--- src/rtl/mi_pkg.sv ---
package mi_pkg;
   localparam int NFAULT   = 5;
   localparam int F_LIM_LO = 0;
   localparam int F_LIM_HI = 1;
   localparam int F_SPEED  = 2;
   localparam int F_VOLT   = 3;
   localparam int F_GAP    = 4;
   typedef logic [NFAULT-1:0] fault_vec_t;
endpackage

--- src/rtl/mi_sync.sv ---
module mi_sync #(
   parameter int WIDTH  = 2,
   parameter int STAGES = 2
) (
   input  logic             clk,
   input  logic             rst,
   input  logic [WIDTH-1:0] d_async,
   output logic [WIDTH-1:0] d_sync
);
   if (STAGES < 2) begin : g_bad_stages
      $error("mi_sync needs at least two stages");
   end
   if (WIDTH < 1) begin : g_bad_width
      $error("mi_sync needs a nonzero width");
   end

   logic [WIDTH-1:0] chain [STAGES];

   for (genvar s = 0; s < STAGES; s++) begin : g_stage
      always_ff @(posedge clk) begin
         if (rst) begin
            chain[s] <= '0;
         end else begin
            if (s == 0) chain[s] <= d_async;
            else        chain[s] <= chain[(s == 0) ? 0 : s-1];
         end
      end
   end

   assign d_sync = chain[STAGES-1];
endmodule

--- src/rtl/mi_trip_detect.sv ---
module mi_trip_detect
   import mi_pkg::*;
#(
   parameter int CMD_W             = 16,
   parameter int SPD_W             = 16,
   parameter int POS_W             = 32,
   parameter int REL_LIMIT         = 3000,
   parameter bit REL_CHECK_PRESENT = 1'b1
) (
   input  logic [1:0]       lim_sync,
   input  logic             rel_check_en,
   input  logic [SPD_W-1:0] speed_limit,
   input  logic [CMD_W-1:0] volt_limit,
   input  logic [CMD_W-1:0] cmd_in,
   input  logic [SPD_W-1:0] speed_in,
   input  logic [POS_W-1:0] pos_a,
   input  logic [POS_W-1:0] pos_b,
   output fault_vec_t       trip_now
);
   localparam logic [POS_W:0] GAP_LIM = (POS_W+1)'(REL_LIMIT);

   if (CMD_W < 2) begin : g_bad_cmd
      $error("command width too small");
   end
   if (REL_LIMIT < 0) begin : g_bad_rel
      $error("relative limit must be non-negative");
   end

   logic signed [CMD_W:0] cmd_ext;
   logic        [CMD_W:0] cmd_mag;
   logic                  volt_over;
   logic                  speed_over;
   logic                  gap_over;

   always_comb begin
      cmd_ext   = {cmd_in[CMD_W-1], cmd_in};
      cmd_mag   = cmd_ext[CMD_W] ? -cmd_ext : cmd_ext;
      volt_over = cmd_mag > {1'b0, volt_limit};
   end

   assign speed_over = speed_in > speed_limit;

   if (REL_CHECK_PRESENT) begin : g_gap
      logic signed [POS_W:0] gap_diff;
      logic        [POS_W:0] gap_mag;
      always_comb begin
         gap_diff = {pos_a[POS_W-1], pos_a} - {pos_b[POS_W-1], pos_b};
         gap_mag  = gap_diff[POS_W] ? -gap_diff : gap_diff;
         gap_over = rel_check_en && (gap_mag > GAP_LIM);
      end
   end else begin : g_no_gap
      assign gap_over = 1'b0;
   end

   always_comb begin
      trip_now           = '0;
      trip_now[F_LIM_LO] = lim_sync[0];
      trip_now[F_LIM_HI] = lim_sync[1];
      trip_now[F_SPEED]  = speed_over;
      trip_now[F_VOLT]   = volt_over;
      trip_now[F_GAP]    = gap_over;
   end
endmodule

--- src/rtl/mi_fault_latch.sv ---
module mi_fault_latch
   import mi_pkg::*;
(
   input  logic       clk,
   input  logic       rst,
   input  logic       clear,
   input  fault_vec_t trip_now,
   output fault_vec_t fault_q,
   output fault_vec_t fault_next
);
   always_comb begin
      if (clear && (trip_now == '0)) fault_next = '0;
      else                           fault_next = fault_q | trip_now;
   end

   always_ff @(posedge clk) begin
      if (rst) fault_q <= '0;
      else     fault_q <= fault_next;
   end

   for (genvar i = 0; i < NFAULT; i++) begin : g_sticky_chk
      assert_sticky_R7: assert property (@(posedge clk) disable iff (rst)
         (fault_q[i] && !clear) |=> fault_q[i]);
   end

   assert_clear_blocked_R9: assert property (@(posedge clk) disable iff (rst)
      (clear && (trip_now != '0)) |=> (fault_q != '0));

   assert_clear_ok_R8: assert property (@(posedge clk) disable iff (rst)
      (clear && (trip_now == '0)) |=> (fault_q == '0));

   assert_each_bit_R10: assert property (@(posedge clk) disable iff (rst)
      (trip_now != '0) |=> ((fault_q & $past(trip_now)) == $past(trip_now)));
endmodule

--- src/rtl/motor_interlock.sv ---
module motor_interlock
   import mi_pkg::*;
#(
   parameter int CMD_W             = 16,
   parameter int SPD_W             = 16,
   parameter int POS_W             = 32,
   parameter int REL_LIMIT         = 3000,
   parameter int SYNC_STAGES       = 2,
   parameter bit REL_CHECK_PRESENT = 1'b1
) (
   input  logic                    clk,
   input  logic                    rst,
   input  logic                    lim_lo_raw,
   input  logic                    lim_hi_raw,
   input  logic                    rel_check_en,
   input  logic                    clear,
   input  logic [SPD_W-1:0]        speed_limit,
   input  logic [CMD_W-1:0]        volt_limit,
   input  logic signed [CMD_W-1:0] cmd_in,
   input  logic [SPD_W-1:0]        speed_in,
   input  logic signed [POS_W-1:0] pos_a,
   input  logic signed [POS_W-1:0] pos_b,
   output logic signed [CMD_W-1:0] cmd_out,
   output logic [NFAULT-1:0]       fault_word,
   output logic                    tripped
);
   if (POS_W < 2) begin : g_bad_pos
      $error("position width too small");
   end

   logic [1:0]  lim_sync;
   fault_vec_t  trip_now;
   fault_vec_t  fault_q;
   fault_vec_t  fault_next;

   mi_sync #(.WIDTH(2), .STAGES(SYNC_STAGES)) u_sync (
      .clk     (clk),
      .rst     (rst),
      .d_async ({lim_hi_raw, lim_lo_raw}),
      .d_sync  (lim_sync)
   );

   mi_trip_detect #(
      .CMD_W(CMD_W), .SPD_W(SPD_W), .POS_W(POS_W),
      .REL_LIMIT(REL_LIMIT), .REL_CHECK_PRESENT(REL_CHECK_PRESENT)
   ) u_detect (
      .lim_sync     (lim_sync),
      .rel_check_en (rel_check_en),
      .speed_limit  (speed_limit),
      .volt_limit   (volt_limit),
      .cmd_in       (cmd_in),
      .speed_in     (speed_in),
      .pos_a        (pos_a),
      .pos_b        (pos_b),
      .trip_now     (trip_now)
   );

   mi_fault_latch u_latch (
      .clk        (clk),
      .rst        (rst),
      .clear      (clear),
      .trip_now   (trip_now),
      .fault_q    (fault_q),
      .fault_next (fault_next)
   );

   always_ff @(posedge clk) begin
      if (rst)                     cmd_out <= '0;
      else if (fault_next != '0)   cmd_out <= '0;
      else                         cmd_out <= cmd_in;
   end

   assign fault_word = fault_q;
   assign tripped    = |fault_q;

   assert_reset_R1: assert property (@(posedge clk)
      rst |=> (fault_word == '0 && cmd_out == '0));

   assert_pass_R2: assert property (@(posedge clk) disable iff (rst)
      (trip_now == '0 && fault_q == '0) |=> (cmd_out == $past(cmd_in)));

   assert_limit_trip_R3: assert property (@(posedge clk) disable iff (rst)
      (lim_sync != 2'b00) |=> (fault_word[F_LIM_LO] | fault_word[F_LIM_HI]));

   assert_speed_trip_R4: assert property (@(posedge clk) disable iff (rst)
      (speed_in > speed_limit) |=> (fault_word[F_SPEED] && cmd_out == '0));

   assert_zero_out_R7: assert property (@(posedge clk) disable iff (rst)
      (fault_word != '0) |-> (cmd_out == '0));
endmodule

--- config.mk ---
export PLATFORM = sky130hd
export DESIGN_NAME = motor_interlock
export DESIGN_NICKNAME = d
export VERILOG_FILES = /design/src/rtl/mi_pkg.sv /design/src/rtl/mi_sync.sv /design/src/rtl/mi_trip_detect.sv /design/src/rtl/mi_fault_latch.sv /design/src/rtl/motor_interlock.sv
export SDC_FILE = /design/constraint.sdc
export NUM_CORES = 1
export LEC_CHECK = 0
export BUFFER_PORTS_ARGS = -buffer_cell sky130_fd_sc_hd__buf_2
export CELL_PAD_IN_SITES_DETAIL_PLACEMENT = 2
export CELL_PAD_IN_SITES_GLOBAL_PLACEMENT = 2
export CORE_UTILIZATION = 26
export DETAILED_ROUTE_END_ITERATION = 6
export PLACE_DENSITY = 0.88
export SLEW_MARGIN = 5
export SYNTH_ARGS = -nofsm -noshare
export SYNTH_HDL_FRONTEND = slang
export SYNTH_SLANG_ARGS = --single-unit
--- constraint.sdc ---
create_clock -name clk -period 3.89 [get_ports clk]
set_input_delay 0 -clock clk [delete_from_list [all_inputs] [get_ports clk]]
set_output_delay 0 -clock clk [all_outputs]
set_load 0.005 [all_outputs]
# After elaboration in Yosys (flattened, before gate mapping)
# Memory sizes are Yosys's and may differ from the RTL's.
# Cells that the tools add are included.
# Widths: inputs -> output; s select.
[word_totals]
reg_bits = 21
mem_bits_rw = 4
output_inout_bits = 22
word_cells = 26
memories = 1
[memory_table]
columns = ["memory", "depth", "width", "read_ports", "rd_clocked_by_memory_dff", "wr", "line_no", "source"]
rows = [
  ["u_sync.chain", 2, 2, 2, 0, 2, "mi_sync.sv:17", "logic [WIDTH-1:0] chain [STAGES];"],
]
[classes]
n_addsub = 3
order_cmp = 3
mux = 8
bitwise = 3
reduce_logical = 6
[op_table]
columns = ["cell", "count"]
rows = [
  ["$gt 33x12->1 const B", 1],
  ["$mux 33", 1],
  ["$neg 33->33", 1],
  ["$sub 32x32->33", 1],
  ["$gt 17x16->1", 1],
  ["$mux 17", 1],
  ["$neg 16->17", 1],
  ["$gt 16x16->1", 1],
  ["$logic_not 5->1", 1],
  ["$mux 5", 1],
  ["$or 5x5->5", 1],
  ["$reduce_bool 5->1", 1],
  ["$reduce_or 5->1", 1],
  ["$mux 2", 2],
  ["$mux 1", 3],
  ["$logic_and 1x1->1", 2],
  ["$or 1x1->1", 2],
  ["$reduce_or 2->1", 1],
]

# Depth between registers and ports, before layout
[depth]
word_depth = 10
depth_mapped = 19

# Modules after synthesis
# A second synthesis with hierarchy kept.
[hier_totals]
cells_unflattened = 760
area_unflattened_um2 = 5490.3
[by_module_without_submodules]
columns = ["module", "n_inst", "cells_per_inst", "area_each_um2", "seq_area_each_um2"]
rows = [
  ["mi_trip_detect", 1, 691, 4695.8, 0.0],
  ["motor_interlock", 1, 39, 480.5, 320.3],
  ["mi_fault_latch", 1, 22, 209.0, 100.1],
  ["mi_sync", 1, 8, 105.1, 80.1],
]

# Worst setup path after synthesis
# Ideal clock, no wire load.
[synth_timing]
path_kind = "input -> register"
from = "input port pos_a[0]"
to = "register cmd_out[15]"
setup_time_ns = 0.075
arrival_ns = 3.713
required_ns = 3.815
slack_ns = 0.102
cell_stages = 17
path_buffers = 2
cell_sequence = "inv_1 > ha_1 > fa_1 > nand2b_1 > a21oi_1 > xnor2_1 > or3_4 > nor3_2 > nand3_4 > nor3_4 > and3_1 > buf_4 > a41oi_1 > a2111o_1 > o41a_1 > buf_6 > nor3b_2"
[synth_via]
elab_chain_cells = 10
word_cells_on_any_way = 11
classes_between = "add/sub (2); order compare (1); mux (2); bitwise (1); reduce/logical (5)"
[synth_lines]
columns = ["item", "line_no", "source"]
rows = [
  ["from (decl)", "motor_interlock.sv:21", "input logic signed [POS_W-1:0] pos_a,"],
  ["$sub 32x32->33 *", "mi_trip_detect.sv:47", "gap_diff = {pos_a[POS_W-1], pos_a} - {pos_b[POS_W-1], pos_b};"],
  ["$neg 33->33", "mi_trip_detect.sv:48", "gap_mag = gap_diff[POS_W] ? -gap_diff : gap_diff;"],
  ["$mux 33 *", "mi_trip_detect.sv:48", ""],
  ["$gt 33x12->1 *", "mi_trip_detect.sv:49", "gap_over = rel_check_en && (gap_mag > GAP_LIM);"],
  ["$logic_and 1x1->1 *", "mi_trip_detect.sv:49", ""],
  ["$logic_not 5->1", "mi_fault_latch.sv:12", "if (clear && (trip_now == '0)) fault_next = '0;"],
  ["$logic_and 1x1->1", "mi_fault_latch.sv:12", ""],
  ["$mux 5 *", "mi_fault_latch.sv:12", ""],
  ["$reduce_bool 5->1 *", "motor_interlock.sv:69", "else if (fault_next != '0) cmd_out <= '0;"],
  ["$reduce_or 2->1 (no source line) *", "n/a", ""],
  ["to (signal assigned)", "motor_interlock.sv:70", "else cmd_out <= cmd_in;"],
  ["to (decl)", "motor_interlock.sv:23", "output logic signed [CMD_W-1:0] cmd_out,"],
]
# Every way passes the cells marked *; elsewhere a longest branch is shown, timed or not.
# A chain may end at the register's enable or synchronous reset.

# Worst setup path after layout
[layout_timing]
from = "input port pos_a[0]"
to = "register cmd_out[7]"
# Same word-level chain as after synthesis.

==> results.toml <==
[final_layout]
syn_to_final_growth_pct = 44.71
layout_commonest_cell = "buf_2"
final_nets = 1209
diodes = 0
drive_gt1_share_pct = 36.74
final_cell_mix = "buf_2, buf_4, inv_1, nand2_1, ha_1"
final_cells = 1277

[logic_synthesis]
syn-cell-area_mm2 = 0.005393
yosysUniqueCellTypes = 89
synth_top_area_share_pct = 15.31
ys_warn_count = 0
synth_top_cell_by_area = "ha_1"
syn_nets = 957
yosys-top-cells-area = "ha_1, dfxtp_1, inv_1"
synth_flop_cell = "dfxtp_1"
synth_edf_count = 0
synthCells = 756
syn_area_per_cell_um2 = 7.133
async_reset_ff_share_pct = 0
ys_seq_area_share_pct = 9.281
ys_ff_latch = 25

[clocking]
htreeDepth = 1
cts_made_buffers = 3
cts_sinks = 25
clk_path_buf_depth = 2
insertion_delay_ns = 0.27
clkSlewWorstSetupHoldPaths_ns = 0.07
cts_root_buffer = "clkbuf_16"
cts_tree = "built"

[timing]
fin_ws_ns = -0.3723
finalCritPeriodShare_pct = 109.6
slew_viol_final = 0
max_freq_mhz = 234.6
slew_headroom_pct = 53.07
fin_crit_ns = 4.262
finalSetupViolCount = 21
tightest_slew_ns = 0.6993
finalClockSkew_ns = 0.006765
finalHoldViolCount = 0
rsz0062_at_grt = "true"

[global_routing]
overflow = 0
gr-usage-all-layers_pct = 21.27
grt_pass1_wl_um = 37830
grt_pass1_vias = 7557
grt_antenna_before_repair = 0
grt_max_degree = 17

[floorplan]
io_pins = 156
fp.coreArea_mm2 = 0.02030
chipHeight_um = 146.0
initial_core_util_pct = 26.57
dieArea_mm2 = 0.02132
num_rows = 52
die_x_um = 146.0

[route]
dr_total_vias = 7090
ant_nets = 0
drc = 0
first_pass_iters = 5
drt_iter0_markers = 252
avgViaCountPerCell = 5.552
wl_per_cell_um = 21.14
wl_um = 27000

[worst_setup_path]
start_kind = "input port"
critPathCaptureType = "flip-flop"
r2r_cells = 4
r2r_start = "u_sync.chain[1][1]$_SDFF_PP0_"
worstPathArrival_ns = 4.45
r2r_setup_slack_ns = 2.23
critPathMaxFanout = 8
cp_data_required_time_ns = 4.08
worst-setup-path-type = "in -> reg"
r2r-end = "cmd_out[15]$_SDFF_PP0_"

[run_status]
violations = "setup timing"
run_status = "finished, violations left"

[power]
p_comb_share_pct = 73.5
cellLeakagePower_nw = 3.640
seq_power_share_pct = 14.1
max-vdd-ir-drop_uv = 159.5
powerDensity_mw_per_mm2 = 248.4
p_switching_mw = 0.9211
switching_share_pct = 47.53
clkPwrFrac_pct = 12.4
total_power_mw = 1.938
p_int_mw = 1.017

[worst_hold_path]
hold_path_class = "in -> reg"
min_to = "cmd_out[13]$_SDFF_PP0_"
hold_path_depth = 2
hold_start = "cmd_in[13]"

[placement]
gp_congestion = 0.8985
dp.cells = 1255
io_buffers = 155
dp_hpwl_um = 19700

[job]
cap_violations = 0
==> kinds of logic after synthesis <==
group,after synthesis,share of synthesized area (%)
AO/OA/AOI/OAI,236,30.95
XOR/XNOR,37,6.149
adder cells (fa/ha/maj),67,15.68
buffers and inverters,110,8.144
flip-flops,25,9.281
multiplexers,5,0.9513
AND/OR/NAND/NOR,276,28.84
==> per-stage QoR <==
| step | setup WS (ns) | setup TNS, ns | util [%] | cell area [um^2] | hold WS [ns] |
|---|---|---|---|---|---|
| after floorplan | 0.1020 | 0 | - | 5393 | 0.1282 |
| after global placement | -0.1988 | -3.514 | 35.26 | 7158 | 0.2163 |
| after detailed placement | -0.7063 | -11.22 | 35.26 | 7158 | 0.2288 |
| after CTS | 0.005014 | 0 | 36.14 | 7337 | 0.03025 |
| after global routing | -0.4775 | -8.330 | 38.44 | 7804 | 0.03100 |
| final | -0.3723 | -6.436 | 38.44 | 7804 | 0.02233 |
==> metal layers <==
| layer | share of wire, % | vias to the layer above | track usage, % |
|---|---|---|---|
| met4 | 3.1 | 0 | 5.365 |
| met5 | 0 | - | 0 |
| met1 | 41 | 3523 | 24.59 |
| li1 | - | 3297 | - |
| met3 | 3.2 | 69 | 1.656 |
| met2 | 53 | 201 | 41.67 |
==> cell type report <==
cell class / instances / area (um^2)
Inverter: 84 / 317.8
Clock inverter: 1 / 5.005
Tap cell: 270 / 337.8
Fill cell: 2357 / 12500
Clock buffer: 3 / 75.07
Sequential cell: 25 / 500.5
Timing Repair Buffer: 273 / 1725
Multi-Input combinational cell: 621 / 4842
==> critical path: stages <==
cell and delay (ns):
buf_8 0.10, inv_4 0.05, ha_4 0.12, fa_2 0.26, nor2b_4 0.07, o31ai_2 0.30
a21boi_1 0.22, nor4b_1 0.53, a311o_1 0.30, nand4b_4 0.18, buf_4 0.20, buf_4 0.14
nor2_1 0.15, mux2_2 0.19, a32oi_1 0.13, nor3_1 0.38, o2111ai_2 0.21, o41a_1 0.47
clkbuf_16 0.23, nor3b_2 0.19
==> what timing repair did <==
item / 4_1_cts / 5_1_grt
hold buffers: 2 / 0
gates resized for setup: 12 / 76
endpoints found under the setup margin: 21 / 21
setup buffers: 4 / 11
endpoints found under the hold margin: 2 / 0
pin swaps: 5 / 24
cloned: 0 / 1
==> flip-flops by register name, summed over array words and instances (netlist names) <==
register / count
u_latch.fault_q: 5
cmd_out: 16
u_sync.chain: 4
==> power by group through the flow <==
stage / registers, mW / clock network (mW) / logic [mW]
floorplan: 0.279 / 0 / 0.697
global placement: 0.278 / 0 / 1.14
detailed placement: 0.279 / 0 / 1.23
CTS: 0.273 / 0.239 / 1.25
global route: 0.275 / 0.255 / 1.52
finish: 0.274 / 0.240 / 1.42
==> synth_stat cells (14+ instances only) <==
cell type / number
o21a_1: 21
nor2_1: 51
dfxtp_1: 25
clkbuf_1: 14
xnor2_1: 27
a21oi_1: 51
o21ai_0: 43
ha_1: 66
nand2_1: 68
nor3_1: 21
inv_1: 84
nand4_1: 25
==> how the worst max path moves through the flow <==
stage / from / end / slack (ns) / cells after the start
floorplan: pos_a[0] / cmd_out[15]$_SDFF_PP0_ / 0.10 / 17
global placement: pos_a[0] / cmd_out[14]$_SDFF_PP0_ / -0.20 / 18
detailed placement: pos_a[7] / cmd_out[9]$_SDFF_PP0_ / -0.71 / 18
CTS: pos_a[7] / cmd_out[9]$_SDFF_PP0_ / 0.005 / 16
global route: pos_a[0] / cmd_out[7]$_SDFF_PP0_ / -0.48 / 20
finish: pos_a[0] / cmd_out[7]$_SDFF_PP0_ / -0.37 / 20
Note: power is estimated with default switching activity, not from simulation.
